## src/rtl/bs_pkg.sv

```systemverilog
package bs_pkg;
  localparam int unsigned BS_LANES_DEF = 8;
  localparam int unsigned BS_DW_DEF    = 16;
  localparam int unsigned BS_LATENCY   = 3;
endpackage

```

## src/rtl/bs_lane_gate.sv

```systemverilog
module bs_lane_gate #(
  parameter int unsigned N_LANES = bs_pkg::BS_LANES_DEF,
  parameter int unsigned DW      = bs_pkg::BS_DW_DEF
) (
  input  logic                    clk,
  input  logic                    rst_n,
  input  logic [N_LANES-1:0]      sel_mask,
  input  logic [N_LANES-1:0]      in_valid,
  input  logic [N_LANES*DW-1:0]   in_re,
  input  logic [N_LANES*DW-1:0]   in_im,
  output logic                    g_valid,
  output logic [N_LANES*DW-1:0]   g_re,
  output logic [N_LANES*DW-1:0]   g_im
);
  logic                  all_ok;
  logic [N_LANES*DW-1:0] re_nxt, im_nxt;
  logic [N_LANES*DW-1:0] re_q, im_q;
  logic                  v_q;

  assign all_ok = &(in_valid | ~sel_mask);

  for (genvar k = 0; k < N_LANES; k++) begin : g_lane
    always_comb begin
      re_nxt[k*DW +: DW] = sel_mask[k] ? in_re[k*DW +: DW] : '0;
      im_nxt[k*DW +: DW] = sel_mask[k] ? in_im[k*DW +: DW] : '0;
    end
  end

  always_ff @(posedge clk or negedge rst_n) begin
    if (!rst_n) begin
      v_q  <= 1'b0;
      re_q <= '0;
      im_q <= '0;
    end else begin
      v_q <= all_ok;
      if (all_ok) begin
        re_q <= re_nxt;
        im_q <= im_nxt;
      end
    end
  end

  assign g_valid = v_q;
  assign g_re    = re_q;
  assign g_im    = im_q;
endmodule

```

## src/rtl/bs_sum_tree.sv

```systemverilog
module bs_sum_tree #(
  parameter int unsigned N_LANES = bs_pkg::BS_LANES_DEF,
  parameter int unsigned DW      = bs_pkg::BS_DW_DEF,
  localparam int unsigned SW     = DW + $clog2(N_LANES)
) (
  input  logic                  clk,
  input  logic                  rst_n,
  input  logic                  g_valid,
  input  logic [N_LANES*DW-1:0] g_re,
  input  logic [N_LANES*DW-1:0] g_im,
  output logic                  t_valid,
  output logic [SW-1:0]         t_re,
  output logic [SW-1:0]         t_im
);
  logic [SW-1:0] acc_re, acc_im;
  logic [SW-1:0] re_q, im_q;
  logic          v_q;

  always_comb begin
    acc_re = '0;
    acc_im = '0;
    for (int k = 0; k < N_LANES; k++) begin
      acc_re = acc_re + {{(SW-DW){g_re[k*DW+DW-1]}}, g_re[k*DW +: DW]};
      acc_im = acc_im + {{(SW-DW){g_im[k*DW+DW-1]}}, g_im[k*DW +: DW]};
    end
  end

  always_ff @(posedge clk or negedge rst_n) begin
    if (!rst_n) begin
      v_q  <= 1'b0;
      re_q <= '0;
      im_q <= '0;
    end else begin
      v_q <= g_valid;
      if (g_valid) begin
        re_q <= acc_re;
        im_q <= acc_im;
      end
    end
  end

  assign t_valid = v_q;
  assign t_re    = re_q;
  assign t_im    = im_q;
endmodule

```

## src/rtl/bs_clamp_out.sv

```systemverilog
module bs_clamp_out #(
  parameter int unsigned N_LANES = bs_pkg::BS_LANES_DEF,
  parameter int unsigned DW      = bs_pkg::BS_DW_DEF,
  localparam int unsigned SW     = DW + $clog2(N_LANES)
) (
  input  logic          clk,
  input  logic          rst_n,
  input  logic          t_valid,
  input  logic [SW-1:0] t_re,
  input  logic [SW-1:0] t_im,
  input  logic          clr,
  output logic          o_valid,
  output logic [DW-1:0] o_re,
  output logic [DW-1:0] o_im,
  output logic          o_ovf
);
  localparam logic signed [SW-1:0] MAXV = {{(SW-DW+1){1'b0}}, {(DW-1){1'b1}}};
  localparam logic signed [SW-1:0] MINV = {{(SW-DW+1){1'b1}}, {(DW-1){1'b0}}};

  logic          hi_re, lo_re, hi_im, lo_im, clip;
  logic [DW-1:0] re_nxt, im_nxt;
  logic          ovf_nxt;
  logic [DW-1:0] re_q, im_q;
  logic          v_q, ovf_q;

  always_comb begin
    hi_re  = $signed(t_re) > MAXV;
    lo_re  = $signed(t_re) < MINV;
    hi_im  = $signed(t_im) > MAXV;
    lo_im  = $signed(t_im) < MINV;
    re_nxt = hi_re ? MAXV[DW-1:0] : (lo_re ? MINV[DW-1:0] : t_re[DW-1:0]);
    im_nxt = hi_im ? MAXV[DW-1:0] : (lo_im ? MINV[DW-1:0] : t_im[DW-1:0]);
    clip   = t_valid && (hi_re || lo_re || hi_im || lo_im);
    if (clip)     ovf_nxt = 1'b1;
    else if (clr) ovf_nxt = 1'b0;
    else          ovf_nxt = ovf_q;
  end

  always_ff @(posedge clk or negedge rst_n) begin
    if (!rst_n) begin
      v_q   <= 1'b0;
      re_q  <= '0;
      im_q  <= '0;
      ovf_q <= 1'b0;
    end else begin
      v_q   <= t_valid;
      ovf_q <= ovf_nxt;
      if (t_valid) begin
        re_q <= re_nxt;
        im_q <= im_nxt;
      end
    end
  end

  assign o_valid = v_q;
  assign o_re    = re_q;
  assign o_im    = im_q;
  assign o_ovf   = ovf_q;
endmodule

```

## src/rtl/beam_summer.sv

```systemverilog
module beam_summer #(
  parameter int unsigned N_LANES = bs_pkg::BS_LANES_DEF,
  parameter int unsigned DW      = bs_pkg::BS_DW_DEF
) (
  input  logic                  clk,
  input  logic                  rst_n,
  input  logic [N_LANES-1:0]    lane_mask,
  input  logic [N_LANES-1:0]    lane_valid,
  input  logic [N_LANES*DW-1:0] lane_re,
  input  logic [N_LANES*DW-1:0] lane_im,
  input  logic                  ovf_clear,
  output logic                  sum_valid,
  output logic [DW-1:0]         sum_re,
  output logic [DW-1:0]         sum_im,
  output logic                  ovf_flag
);
  localparam int unsigned SW = DW + $clog2(N_LANES);

  logic [1:0]            rst_sync;
  logic                  rst_sync_n;
  logic                  g_valid, t_valid;
  logic [N_LANES*DW-1:0] g_re, g_im;
  logic [SW-1:0]         t_re, t_im;

  always_ff @(posedge clk or negedge rst_n) begin
    if (!rst_n) rst_sync <= 2'b00;
    else        rst_sync <= {rst_sync[0], 1'b1};
  end
  assign rst_sync_n = rst_sync[1];

  bs_lane_gate #(.N_LANES(N_LANES), .DW(DW)) u_gate (
    .clk(clk), .rst_n(rst_sync_n),
    .sel_mask(lane_mask), .in_valid(lane_valid),
    .in_re(lane_re), .in_im(lane_im),
    .g_valid(g_valid), .g_re(g_re), .g_im(g_im)
  );

  bs_sum_tree #(.N_LANES(N_LANES), .DW(DW)) u_tree (
    .clk(clk), .rst_n(rst_sync_n),
    .g_valid(g_valid), .g_re(g_re), .g_im(g_im),
    .t_valid(t_valid), .t_re(t_re), .t_im(t_im)
  );

  bs_clamp_out #(.N_LANES(N_LANES), .DW(DW)) u_clamp (
    .clk(clk), .rst_n(rst_sync_n),
    .t_valid(t_valid), .t_re(t_re), .t_im(t_im), .clr(ovf_clear),
    .o_valid(sum_valid), .o_re(sum_re), .o_im(sum_im), .o_ovf(ovf_flag)
  );
endmodule

```

## config.mk

```make
export PLATFORM = sky130hd
export DESIGN_NAME = beam_summer
export DESIGN_NICKNAME = d
export VERILOG_FILES = /design/src/rtl/bs_pkg.sv /design/src/rtl/bs_lane_gate.sv /design/src/rtl/bs_sum_tree.sv /design/src/rtl/bs_clamp_out.sv /design/src/rtl/beam_summer.sv
export SDC_FILE = /design/constraint.sdc
export NUM_CORES = 1
export LEC_CHECK = 0
export BUFFER_PORTS_ARGS = -buffer_cell sky130_fd_sc_hd__buf_4
export CAP_MARGIN = 10
export CORE_ASPECT_RATIO = 1.75
export CORE_UTILIZATION = 53
export CTS_CLUSTER_DIAMETER = 40
export DETAILED_ROUTE_END_ITERATION = 6
export PLACE_DENSITY = 0.75
export SYNTH_ARGS = -nofsm -noshare
export SYNTH_HDL_FRONTEND = slang
export SYNTH_SLANG_ARGS = --single-unit
```

## constraint.sdc

```tcl
create_clock -name clk -period 10.7 [get_ports clk]
set_input_delay 2.14 -clock clk [delete_from_list [all_inputs] [get_ports clk]]
set_output_delay 2.14 -clock clk [all_outputs]
set_load 0.1 [all_outputs]
```

## Word level (Yosys, flattened, before mapping)

Index checks and enable logic that the tools add are counted.

| storage, ports and cells | value |
|---|---|
| bits in registers | 332 |
| bits of input ports | 275 |
| output and inout bits | 34 |

| cells by class | value |
|---|---|
| add/subtract/negate cells | 14 |
| magnitude comparators | 4 |
| mux-type cells | 22 |
| bitwise operators | 2 |
| reductions and logical operators | 6 |

Operators with widths:

| cell | count |
|---|---|
| 16-bit two-way mux | 20 |
| 19-bit adder | 12 |
| 19-bit by 16-bit > comparator with 1-bit output, second input constant | 2 |
| 19-bit by 16-bit less-than comparator with 1-bit output, second input constant | 2 |
| 16-bit by 16-bit adder with 17-bit output | 2 |
| 8-bit inverter | 1 |
| 8-bit OR | 1 |
| 8-bit AND reduction | 1 |
| 1-bit logical OR | 3 |
| 1-bit two-way mux | 2 |
| 2-bit nonzero test | 1 |
| 1-bit logical AND | 1 |

## Logic depth before layout (Yosys ltp)

Gate-level depths: netlist of run 1.

| logic depth | value |
|---|---|
| word-level depth | 7 |
| gate-level depth with buffers | 24 |

## Hierarchy

Synthesis of run 1 repeated with hierarchy kept, for this count alone.

| second synthesis, totals | value |
|---|---|
| cells, all modules | 2101 |
| area total of the unflattened synthesis | 21775.9 um^2 |

By module, submodules not included:

| module | times used | cells an instance | area each (um^2) | seq. area each (um^2) |
|---|---|---|---|---|
| bs_lane_gate | 1 | 1099 | 11632.4 | 6431.2 |
| bs_sum_tree | 1 | 877 | 8594.5 | 975.9 |
| bs_clamp_out | 1 | 122 | 1495.2 | 850.8 |
| beam_summer | 1 | 3 | 53.8 | 50.0 |

## Worst setup path after synthesis of run 1

OpenSTA, ideal clock, no wires.

| path | value |
|---|---|
| kind | register to register |
| from | register u_gate.re_q[1] (netlist: u_gate.g_re[1]) |
| to | register u_tree.re_q[12] (netlist: u_tree.t_re[12]) |
| setup time | 0.125 ns |
| data arrival time | 5.325 ns |
| data required time | 10.575 ns |
| slack | 5.250 ns |
| cell stages (with the launch flop) | 23 |
| path through | dfrtp_1 -> ha_1 -> a21o_1 -> a21oi_1 -> a21oi_1 -> o41ai_2 -> o21bai_1 -> a21oi_1 -> xnor2_1 -> fa_1 -> inv_1 -> fa_1 -> fa_1 -> fa_1 -> inv_1 -> ha_1 -> and3_4 -> a21bo_4 -> o31ai_2 -> or3_4 -> a31oi_4 -> xnor2_1 -> mux2_4 |

| between the ends | value |
|---|---|
| cells in the longest elaborated chain, start to end | 7 |

Ends and longest elaborated chain:

| what | RTL line | text |
|---|---|---|
| start: declaration | bs_lane_gate.sv:17 | `logic [N_LANES*DW-1:0] re_q, im_q;` |
| start signal: assignment | bs_lane_gate.sv:37 | `re_q <= re_nxt;` |
| 16-bit by 16-bit adder with 17-bit output | bs_sum_tree.sv:23 | `acc_re = acc_re + {{(SW-DW){g_re[k*DW+DW-1]}}, g_re[k*DW +: DW]};` |
| 19-bit adder (6 in series) | bs_sum_tree.sv:23 |  |
| end signal: assignment | bs_sum_tree.sv:36 | `re_q <= acc_re;` |
| end: declaration | bs_sum_tree.sv:16 | `logic [SW-1:0] re_q, im_q;` |

Every way passes these cells.
A chain may end at the register's enable or synchronous reset.

## Worst setup path after layout of run 1

| path | value |
|---|---|
| from | register u_gate.re_q[1] (netlist: u_gate.g_re[1]) |
| to | register u_tree.re_q[18] (netlist: u_tree.t_re[18]) |

Same word-level chain as after synthesis.

==> impl_metrics.csv, run 1 <==
group,metric,value,unit
outcome,outcome,"finished clean",
clocking,path_clk_slew,0.06,ns
worst_setup_path,crit_path_start_kind,"register",
synth,ys_types,66,
job,drv_cap,0,
synth,synth_warnings,0,
synth,ys_seq_area_share,40.8,%
finish,final_cell_count_no_fill,2927,
worst_setup_path,crit-reg2reg-launch,"u_gate.g_re[1]$_DFFE_PN0P_",
finish,diodes,0,
route,routed_wl,54000,um
timing,fin_ws,4.60,ns
die,die_h,261,um
place,dp_hpwl,41300,um
clocking,htree_levels,2,
die,initial_utilization,53.9,%
timing,setup_viol,0,
timing,slew_headroom,27.1,%
timing,tightestPinTransition,1.09,ns
synth,synth_nets,2685,
route,first_pass_iters,5,
place,dp.cells,2858,
worst_setup_path,crit_family,"adder cells",
timing,report.final.hold_viol_count,0,
global_routing,grt_pass1_vias,16700,
synth,syn_inst,2168,
die,fp.coreArea,37800,um2
timing,finalCriticalPeriod,6.10,ns
worst_setup_path,worstSetupEndpointType,"register",
worst_setup_path,cp_cell_sequence,"ha_1 > a21o_1 > a21oi_1 > a21oi_1 > o41ai_2 > a2bb2oi_1 > a21oi_1 > xor2_1 > fa_1 > inv_1 > fa_1 > fa_1 > fa_1 > inv_1 > ha_1 > a21oi_1 > inv_1 > a21oi_1 > a21oi_1 > a211oi_1 > mux2i_1 > nand2_1",
clocking,root_buffer,"clkbuf_16",
clocking,postCtsHoldBufs,0,
place,dp_slack,4.68,ns
worst_setup_path,regToRegEndpoint,"u_tree.t_re[18]$_DFFE_PN0P_",
die,ioPinCount,309,
finish,nets,2935,
die,die_area,39200,um2
place,gp_congestion,0.965,
route,routed-via-count,15800,
timing,drv_slew,0,
route,postRouteAntennaNets,0,
worst_setup_path,path_max_fanout,6,
route,drc,0,
synth,ys.flop_type,"dfrtp_1",
hold_path,hp-class,"register to asynchronous set/reset pin",
timing,finClkSkew,0.0206,ns
worst_setup_path,r2r_setup_slack,4.60,ns
clocking,post-cts-setup-buffer-count,0,
clocking,ctsResizeCount,0,
route,drt-initial-drc-count,857,
finish,drive_gt1_share,17.6,%
synth,synth_area_per_cell,9.38,um2
worst_setup_path,cp_slowest_stage_delay,0.51,ns
die,row_count,94,
die,fp.dieW,150,um
timing,max_freq,164,MHz
synth,synthArstFlopShare,100,%
route,avgViaCountPerCell,5.40,
finish,area_growth,18.9,%
global_routing,antenna_found_initial,0,
clocking,clock_latency,0.54,ns
timing,rsz0062_at_grt,"no",
synth,netlist_area,20300,um2
timing,setup_tns,0,ns
clocking,clock_sinks,332,
worst_setup_path,ff2ff_path_depth,22,
worst_setup_path,cpMostUsedCell,"a21oi_1",
global_routing,grt_max_degree,158,
clocking,cts_buffer_depth,3,
clocking,cts_buffers,38,
worst_setup_path,cp.required,11.11,ns
global_routing,grt.overflow.total,0,
worst_setup_path,arrival,6.51,ns
global_routing,grt_usage,28.8,%
synth,synth-edff-count,0,
synth,ys_seq_elements,332,
timing,holdWs,0.250,ns
worst_setup_path,critPathBufInv,3,
clocking,cts_tree,"yes",
place,port_buffers,308,
worst_setup_path,cp-startpoint,"u_gate.g_re[1]$_DFFE_PN0P_",
worst_setup_path,critical-path-slowest-cell,"fa_1",
global_routing,grt_pass1_wl,86500,um
timing,period_share,57.0,%
worst_setup_path,critPathKind,"register to register",
route,wl_per_cell,18.4,um
[registers in the layout, indices dropped and copies added, names as in the netlist]
name             cells
u_tree.t_im         19
rst_sync             2
u_clamp.o_valid      1
u_tree.t_re         19
u_clamp.o_im        16
u_tree.t_valid       1
u_gate.g_re        128
u_clamp.o_ovf        1
u_clamp.o_re        16
u_gate.g_im        128
u_gate.g_valid       1
[final cells by class]
cell class	instances	area (um2)
clock buffer	49	1110
clock inverter	20	262
fill	3065	13600
inverter	311	1170
multi-input combinational	1417	10300
sequential	332	8310
tap	480	601
timing repair buffer	318	2390
[worst register-to-register path, stage by stage, from the launching register on]
cell and delay [ns]:
dfrtp_1 0.38, ha_1 0.29, a21o_1 0.18, a21oi_1 0.24, a21oi_1 0.14, o41ai_2 0.43, a2bb2oi_1 0.32, a21oi_1 0.12
xor2_1 0.17, fa_1 0.51, inv_1 0.05, fa_1 0.49, fa_1 0.43, fa_1 0.50, inv_1 0.04, ha_1 0.36
a21oi_1 0.21, inv_1 0.07, a21oi_1 0.24, a21oi_1 0.10, a211oi_1 0.36, mux2i_1 0.25, nand2_1 0.07
[worst max-delay path by stage]
| stage | end | slack (ns) | cells after the start |
|---|---|---|---|
| global route | u_tree.t_re[18]$_DFFE_PN0P_ | 4.36 | 22 |
| CTS | u_tree.t_re[18]$_DFFE_PN0P_ | 4.66 | 22 |
| finish | u_tree.t_re[18]$_DFFE_PN0P_ | 4.60 | 22 |
| detailed placement | u_tree.t_re[18]$_DFFE_PN0P_ | 4.68 | 22 |
| floorplan | u_clamp.o_im[0]$_DFFE_PN0P_ | 0.76 | 0 |
| global placement | u_tree.t_re[18]$_DFFE_PN0P_ | 4.82 | 22 |
[metrics by stage]
stage / instance area (um2) / utilization [%]
after floorplan: 20300 / -
after global placement: 22800 / 60.4
after detailed placement: 22800 / 60.4
after CTS: 24200 / 64.1
after global routing: 24200 / 64.1
final: 24200 / 64.1
[cell families after synthesis]
group / synth area share (%)
compound gates: 7.42
xor+xnor: 2.41
fa+ha+maj: 21.2
buf+inv: 8.34
flops: 40.8
mux: 1.83
other cells: 0.0184
simple gates: 18.0
[synth_stat cells, types with 6 or more instances]
| cell | instances | area, um2 |
|---|---|---|
| buf_2 | 6 | 30.0 |
| xor2_1 | 19 | 166 |
| o21ai_0 | 22 | 110 |
| nand2_1 | 444 | 1670 |
| nor2b_1 | 8 | 50.1 |
| a31oi_1 | 7 | 43.8 |
| dfrtp_1 | 332 | 8310 |
| nand2b_1 | 9 | 56.3 |
| clkbuf_1 | 71 | 267 |
| nor3_1 | 11 | 55.1 |
| fa_1 | 170 | 3400 |
| a21o_1 | 16 | 120 |
| o21ai_1 | 60 | 300 |
| nor2_1 | 72 | 270 |
| inv_1 | 308 | 1160 |
| buf_4 | 29 | 218 |
| a21oi_1 | 49 | 245 |
| o21a_1 | 6 | 45.0 |
| xnor2_1 | 37 | 324 |
| nand3_1 | 270 | 1350 |
| mux2_2 | 28 | 315 |
| ha_1 | 72 | 901 |
| o22ai_1 | 35 | 219 |
| o21bai_1 | 9 | 67.6 |
[layer usage]
metal | track usage (%) | vias to the layer above | wire length (um) | share of wire (%)
li1 | - | 7433 | - | -
met4 | 14.6 | 0 | 2680 | 5.0
met2 | 49.9 | 528 | 27800 | 52
met1 | 35.8 | 7726 | 20800 | 39
met5 | 0 | - | 0 | 0
met3 | 2.94 | 116 | 2610 | 4.8
[placed cells by master, fill, tap and decap left out, drive strengths merged, types with 4 or more instances in the layout]
master / n
a221oi: 4
xor2: 19
clkbuf: 49
nand2b: 9
dfrtp: 332
clkinv: 9
a21oi: 50
o21a: 6
nor2b: 8
o21ai: 82
mux2: 30
o22ai: 35
buf: 318
a31oi: 8
bufinv: 5
nor3: 11
a21o: 16
o21bai: 9
nand3b: 4
nand3: 270
fa: 170
xnor2: 37
and3: 5
ha: 72
nor2: 72
nand4: 4
o211ai: 4
nor3b: 4
o31ai: 4
inv: 315
nand2: 444
Power of run 1 is not shown: default switching activity piles up to over one toggle a cycle in this logic, so the estimate is an artifact.
==> inputs of run 2 (changes only) <==
==> constraint.sdc (replaced) <==
create_clock -name clk -period 5.2 [get_ports clk]
set_input_delay 1.04 -clock clk [delete_from_list [all_inputs] [get_ports clk]]
set_output_delay 1.04 -clock clk [all_outputs]
set_load 0.1 [all_outputs]
==> run 2 against run 1 <==
Effect of this change:
- core utilization is 4.3 points higher
- critical path depth is 1 higher
- setup slack worse by 5.0 ns
- the flow now finishes with violations (negative setup slack)
- sequential cell count stayed put
- hold slack better by 0.022 ns
- via count is 4.4% higher
==> impl_metrics.csv, run 2 (synthesis gave the netlist of run 1 again) <==
group,metric,value,unit
place,gp_congestion,0.922,
die,die_h,261,um
timing,finalCriticalPeriod,5.60,ns
finish,final_common_cell,"nand2_1",
timing,setup_viol,20,
route,top_layer,"met4",
clocking,cts_tree,"yes",
clocking,path_clk_slew,0.06,ns
hold_path,hp-class,"primary input to asynchronous set/reset pin",
place,port_buffers,308,
worst_setup_path,cp.required,5.61,ns
finish,utilization,68.4,%
route,routed-via-count,16500,
clocking,clock_sinks,332,
route,wl_per_cell,18.7,um
clocking,clock_latency,0.54,ns
route,drt-initial-drc-count,1049,
route,drt-met1-wl,21500,um
die,initial_utilization,53.9,%
die,ioPinCount,309,
clocking,postCtsHoldBufs,0,
timing,max_freq,179,MHz
timing,setup_tns,-4.72,ns
job,drv_cap,0,
timing,period_share,108,%
timing,holdWs,0.273,ns
finish,drive_gt1_share,26.2,%
timing,report.final.hold_viol_count,0,
global_routing,antenna_found_initial,3,
route,first_pass_iters,5,
die,die_area,39200,um2
route,route.met2.wl,29600,um
route,routed_wl,57000,um
worst_setup_path,critical-path-slowest-cell,"fa_1",
timing,finClkSkew,0.00924,ns
global_routing,grt_usage,29.8,%
finish,layout_common_cells,"nand2_1 (439), buf_4 (420), dfrtp_1 (330)",
route,drc,0,
route,avgViaCountPerCell,5.42,
clocking,htree_levels,2,
timing,slew_headroom,25.1,%
die,row_count,94,
worst_setup_path,cp_cell_sequence,"ha_4 > inv_2 > fa_2 > nor2b_2 > o21ai_2 > a21boi_2 > o21ai_2 > a211oi_2 > mux2i_1 > nand2_1 > fa_1 > inv_1 > fa_1 > fa_1 > fa_1 > inv_2 > ha_4 > and3_4 > and3_4 > nand3_4 > a31oi_4 > nor4_2 > a311o_1",
worst_setup_path,critPathBufInv,3,
die,fp.dieW,150,um
worst_setup_path,crit_family,"adder cells",
timing,fin_ws,-0.399,ns
place,dp_hpwl,42500,um
worst_setup_path,path_max_fanout,3,
global_routing,grt_max_degree,145,
global_routing,grt_pass1_vias,17400,
finish,area_growth,26.9,%
timing,rsz0062_at_grt,"yes",
worst_setup_path,critPathKind,"register to register",
worst_setup_path,arrival,6.01,ns
timing,tightestPinTransition,1.12,ns
clocking,root_buffer,"clkbuf_16",
clocking,cts_buffers,39,
clocking,cts_buffer_depth,3,
global_routing,grt.overflow.total,0,
worst_setup_path,cp_slowest_stage_delay,0.51,ns
outcome,outcome,"finished with violations",
worst_setup_path,cpMostUsedCell,"fa_1",
worst_setup_path,worstSetupEndpointType,"register",
global_routing,grt_pass1_wl,89500,um
place,place_area,23600,um2
finish,stdcell_area,25800,um2
route,postRouteAntennaNets,0,
outcome,violations,"negative setup slack",
route,wl_met3,2730,um
worst_setup_path,crit_path_start_kind,"register",
timing,drv_slew,0,
die,fp.coreArea,37800,um2
finish,nets,3051,
-- run 2: changes by cell type in the layout (fill, tap and decap cells not counted), moves of 17 or more --
cell,change
buf_4,+102
ha_1,-18
inv_1,-22
inv_2,+22
ha_4,+17
a21oi_1,-20
-- run 2: worst paths after layout --
check                                       startpoint                          end  slack (ns)  cells past startpoint
setup / recovery           u_gate.g_im[16]$_DFFE_PN0P_  u_tree.t_im[16]$_DFFE_PN0P_       -0.40                     23
hold / removal                                   rst_n        rst_sync[1]$_DFF_PN0_        0.27                      1
setup reg to reg           u_gate.g_im[16]$_DFFE_PN0P_  u_tree.t_im[16]$_DFFE_PN0P_       -0.40                     23
max in group asynchronous        rst_sync[1]$_DFF_PN0_   u_tree.t_re[3]$_DFFE_PN0P_        3.41                      1
hold reg to reg                  rst_sync[0]$_DFF_PN0_        rst_sync[1]$_DFF_PN0_        0.36                      0
min in group clk                 rst_sync[0]$_DFF_PN0_        rst_sync[1]$_DFF_PN0_        0.36                      0
-- run 2: final cells by class --
| class | count | area (um2) |
|---|---|---|
| Tap cell | 480 | 601 |
| Multi-Input combinational cell | 1417 | 11000 |
| Inverter | 311 | 1170 |
| Clock inverter | 21 | 258 |
| Timing Repair Buffer | 433 | 3330 |
| Clock buffer | 48 | 1080 |
| Sequential cell | 332 | 8310 |
| Fill cell | 2863 | 11900 |
| Antenna cell | 3 | 7.51 |
-- run 2: timing repair --
item | in CTS | in global routing
hold endpoints to repair | 0 | 0
endpoints found under the setup margin | 20 | 23
setup buffers | 12 | 16
pin swaps | 39 | 46
gates resized for setup | 72 | 79
-- run 2: per-layer routing --
metal | GRT usage, % | vias to the layer above
li1 | - | 7655
met1 | 36.5 | 8119
met2 | 52.1 | 576
met3 | 2.60 | 149
met4 | 15.9 | 0
met5 | 0 | -
-- run 2: stage by stage --
stage / setup slack, ns / instances
global placement: -0.375 / 2947
global route: -0.554 / 3045
finish: -0.399 / 3045
CTS: -0.331 / 3028
floorplan: -0.128 / 2168
detailed placement: -0.491 / 2947
-- run 2: worst register-to-register path, cell delays in order (launching register included) --
cell,delay [ns]
dfrtp_1,0.40
ha_4,0.15
inv_2,0.03
fa_2,0.35
nor2b_2,0.13
o21ai_2,0.08
a21boi_2,0.19
o21ai_2,0.11
a211oi_2,0.31
mux2i_1,0.23
nand2_1,0.12
fa_1,0.51
inv_1,0.06
fa_1,0.50
fa_1,0.43
fa_1,0.51
inv_2,0.05
ha_4,0.27
and3_4,0.19
and3_4,0.19
nand3_4,0.09
a31oi_4,0.21
nor4_2,0.05
a311o_1,0.28
Power of run 2 is left out for the same reason.
==> inputs of run 3 (changes only) <==
--- a/config.mk
+++ b/config.mk
@@ -15,3 +15,4 @@
 export SYNTH_ARGS = -nofsm -noshare
 export SYNTH_HDL_FRONTEND = slang
 export SYNTH_SLANG_ARGS = --single-unit
+export TNS_END_PERCENT = 5
==> run 3 against run 2 <==
Effect of this change:
- the flow still finishes with violations (negative setup slack)
- clock skew grew 0.0010 ns
- register-to-register slack is essentially flat
- core utilization down 1.9 points
- critical path depth grew 1
- via count shrank 0.55%
- sequential share of layout area grew 0.94 points
- final cell count down 1.2%
- setup slack worse by 0.0064 ns
- hold slack improved by 0.0018 ns
- non-clock buffer count down 26
- die area stayed put
- design area fell by 2.8%
==> impl_metrics.csv, run 3 (synthesis gave the netlist of run 1 again) <==
group,metric,value,unit
global_routing,antenna_found_initial,1,
die,ioPinCount,309,
route,postRouteAntennaNets,0,
clocking,cts_tree,"yes",
place,dp_hpwl,42300,um
timing,report.final.hold_viol_count,0,
worst_setup_path,cp.depth,24,
finish,area_growth,23.3,%
worst_setup_path,arrival,6.02,ns
outcome,violations,"negative setup slack",
place,port_buffers,308,
clocking,root_buffer,"clkbuf_16",
clocking,postCtsHoldBufs,0,
timing,fin_ws,-0.405,ns
die,fp.coreArea,37800,um2
timing,setup_tns,-5.03,ns
finish,drive_gt1_share,22.4,%
route,drt-initial-drc-count,816,
clocking,path_clk_slew,0.06,ns
global_routing,grt_max_degree,203,
global_routing,grt_usage,29.6,%
clocking,clock_sinks,332,
timing,finClkSkew,0.0103,ns
clocking,cts_buffers,36,
timing,tightestPinTransition,1.15,ns
worst_setup_path,crit-reg2reg-launch,"u_gate.g_im[0]$_DFFE_PN0P_",
timing,rsz0062_at_grt,"yes",
worst_setup_path,path_max_fanout,3,
worst_setup_path,critical-path-slowest-cell,"fa_1",
worst_setup_path,worstSetupEndpointType,"register",
place,dp.cells,2944,
worst_setup_path,crit_path_start_kind,"register",
hold_path,hp-class,"primary input to asynchronous set/reset pin",
clocking,htree_levels,2,
worst_setup_path,cp_slowest_stage_delay,0.51,ns
clocking,clock_latency,0.53,ns
finish,final_cell_count_no_fill,3009,
timing,slew_headroom,22.8,%
place,gp_congestion,0.938,
die,die_h,261,um
timing,drv_slew,0,
global_routing,grt_pass1_wl,88700,um
timing,setup_viol,19,
finish,final_common_cell,"nand2_1",
worst_setup_path,cp_cell_sequence,"ha_2 > inv_1 > fa_2 > nor2b_2 > o21ai_2 > a21boi_2 > o21ai_2 > a211oi_2 > buf_4 > mux2i_1 > nand2_1 > fa_1 > inv_1 > fa_1 > fa_2 > fa_1 > inv_1 > ha_4 > and3_4 > and3_1 > nand3_2 > a31oi_4 > nor4_1 > a311o_1",
die,fp.dieW,150,um
die,initial_utilization,53.9,%
die,row_count,94,
route,routed-via-count,16400,
worst_setup_path,critPathBufInv,4,
worst_setup_path,r2r_setup_slack,-0.41,ns
worst_setup_path,ff2ff_path_depth,24,
job,drv_cap,0,
worst_setup_path,crit_family,"adder cells",
timing,max_freq,178,MHz
worst_setup_path,cp.required,5.61,ns
outcome,outcome,"finished with violations",
global_routing,grt_pass1_vias,17200,
timing,period_share,108,%
timing,finalCriticalPeriod,5.61,ns
finish,nets,3022,
route,drc,0,
route,avgViaCountPerCell,5.45,
global_routing,grt.overflow.total,0,
route,first_pass_iters,5,
clocking,cts_buffer_depth,3,
finish,layout_common_cells,"nand2_1 (443), buf_4 (402), dfrtp_1 (330)",
route,wl_per_cell,18.6,um
worst_setup_path,regToRegEndpoint,"u_tree.t_im[16]$_DFFE_PN0P_",
die,die_area,39200,um2
worst_setup_path,critPathKind,"register to register",
route,routed_wl,56000,um
-- run 3: cell types whose count changed in the layout (fill, tap and decap cells not counted), sizes merged --
cell,change
clkbuf,-2
bufinv,-1
diode,-2
inv,-3
buf,-26
clkinv,-2
-- run 3: worst max-delay path by stage --
stage / startpoint / to / slack [ns]
after CTS: u_gate.g_im[0]$_DFFE_PN0P_ / u_tree.t_im[16]$_DFFE_PN0P_ / -0.37
after global routing: u_gate.g_re[0]$_DFFE_PN0P_ / u_tree.t_re[18]$_DFFE_PN0P_ / -0.66
after floorplan: u_gate.g_re[1]$_DFFE_PN0P_ / u_tree.t_re[18]$_DFFE_PN0P_ / -0.21
after global placement: u_gate.g_re[1]$_DFFE_PN0P_ / u_tree.t_re[18]$_DFFE_PN0P_ / -0.44
after detailed placement: u_gate.g_im[16]$_DFFE_PN0P_ / u_tree.t_im[15]$_DFFE_PN0P_ / -0.60
final: u_gate.g_im[0]$_DFFE_PN0P_ / u_tree.t_im[16]$_DFFE_PN0P_ / -0.41
-- run 3: worst reg2reg max path, cell delays in order (launching register included) --
cell      delay, ns
dfrtp_1        0.36
ha_2           0.20
inv_1          0.06
fa_2           0.35
nor2b_2        0.15
o21ai_2        0.08
a21boi_2       0.19
o21ai_2        0.10
a211oi_2       0.18
buf_4          0.14
mux2i_1        0.17
nand2_1        0.11
fa_1           0.51
inv_1          0.05
fa_1           0.50
fa_2           0.45
fa_1           0.49
inv_1          0.07
ha_4           0.28
and3_4         0.18
and3_1         0.17
nand3_2        0.13
a31oi_4        0.23
nor4_1         0.06
a311o_1        0.27
-- run 3: stage by stage --
step	setup slack [ns]	utilization [%]	hold slack (ns)	instance area (um2)
global route	-0.658	66.4	0.258	25100
floorplan	-0.207	-	0.331	20400
detailed placement	-0.597	62.4	0.339	23500
CTS	-0.370	66.1	0.259	25000
global placement	-0.440	62.4	0.340	23500
finish	-0.405	66.4	0.274	25100
-- run 3: repair_timing --
action / in CTS / in global routing
buffers inserted: 3 / 0
resized for setup: 40 / 25
endpoints found under the setup margin: 22 / 23
pin swaps: 12 / 12
-- run 3: layout make-up --
cell class / count / area, um2
fill: 2957 / 12700
multi-input combinational: 1417 / 10700
sequential: 332 / 8310
timing repair buffer: 407 / 3120
inverter: 311 / 1170
clock buffer: 46 / 1010
tap: 480 / 601
clock inverter: 15 / 188
antenna: 1 / 2.50
-- run 3: metal layers --
metal | global-route usage [%] | share of wire, % | vias up | routed length, um
met3 | 3.55 | 4.9 | 170 | 2770
met2 | 51.2 | 51 | 586 | 28700
li1 | - | - | 7597 | -
met5 | 0 | 0 | - | 0
met1 | 35.4 | 38 | 8056 | 21100
met4 | 17.6 | 6.2 | 0 | 3450
Power of run 3 is left out for the same reason.
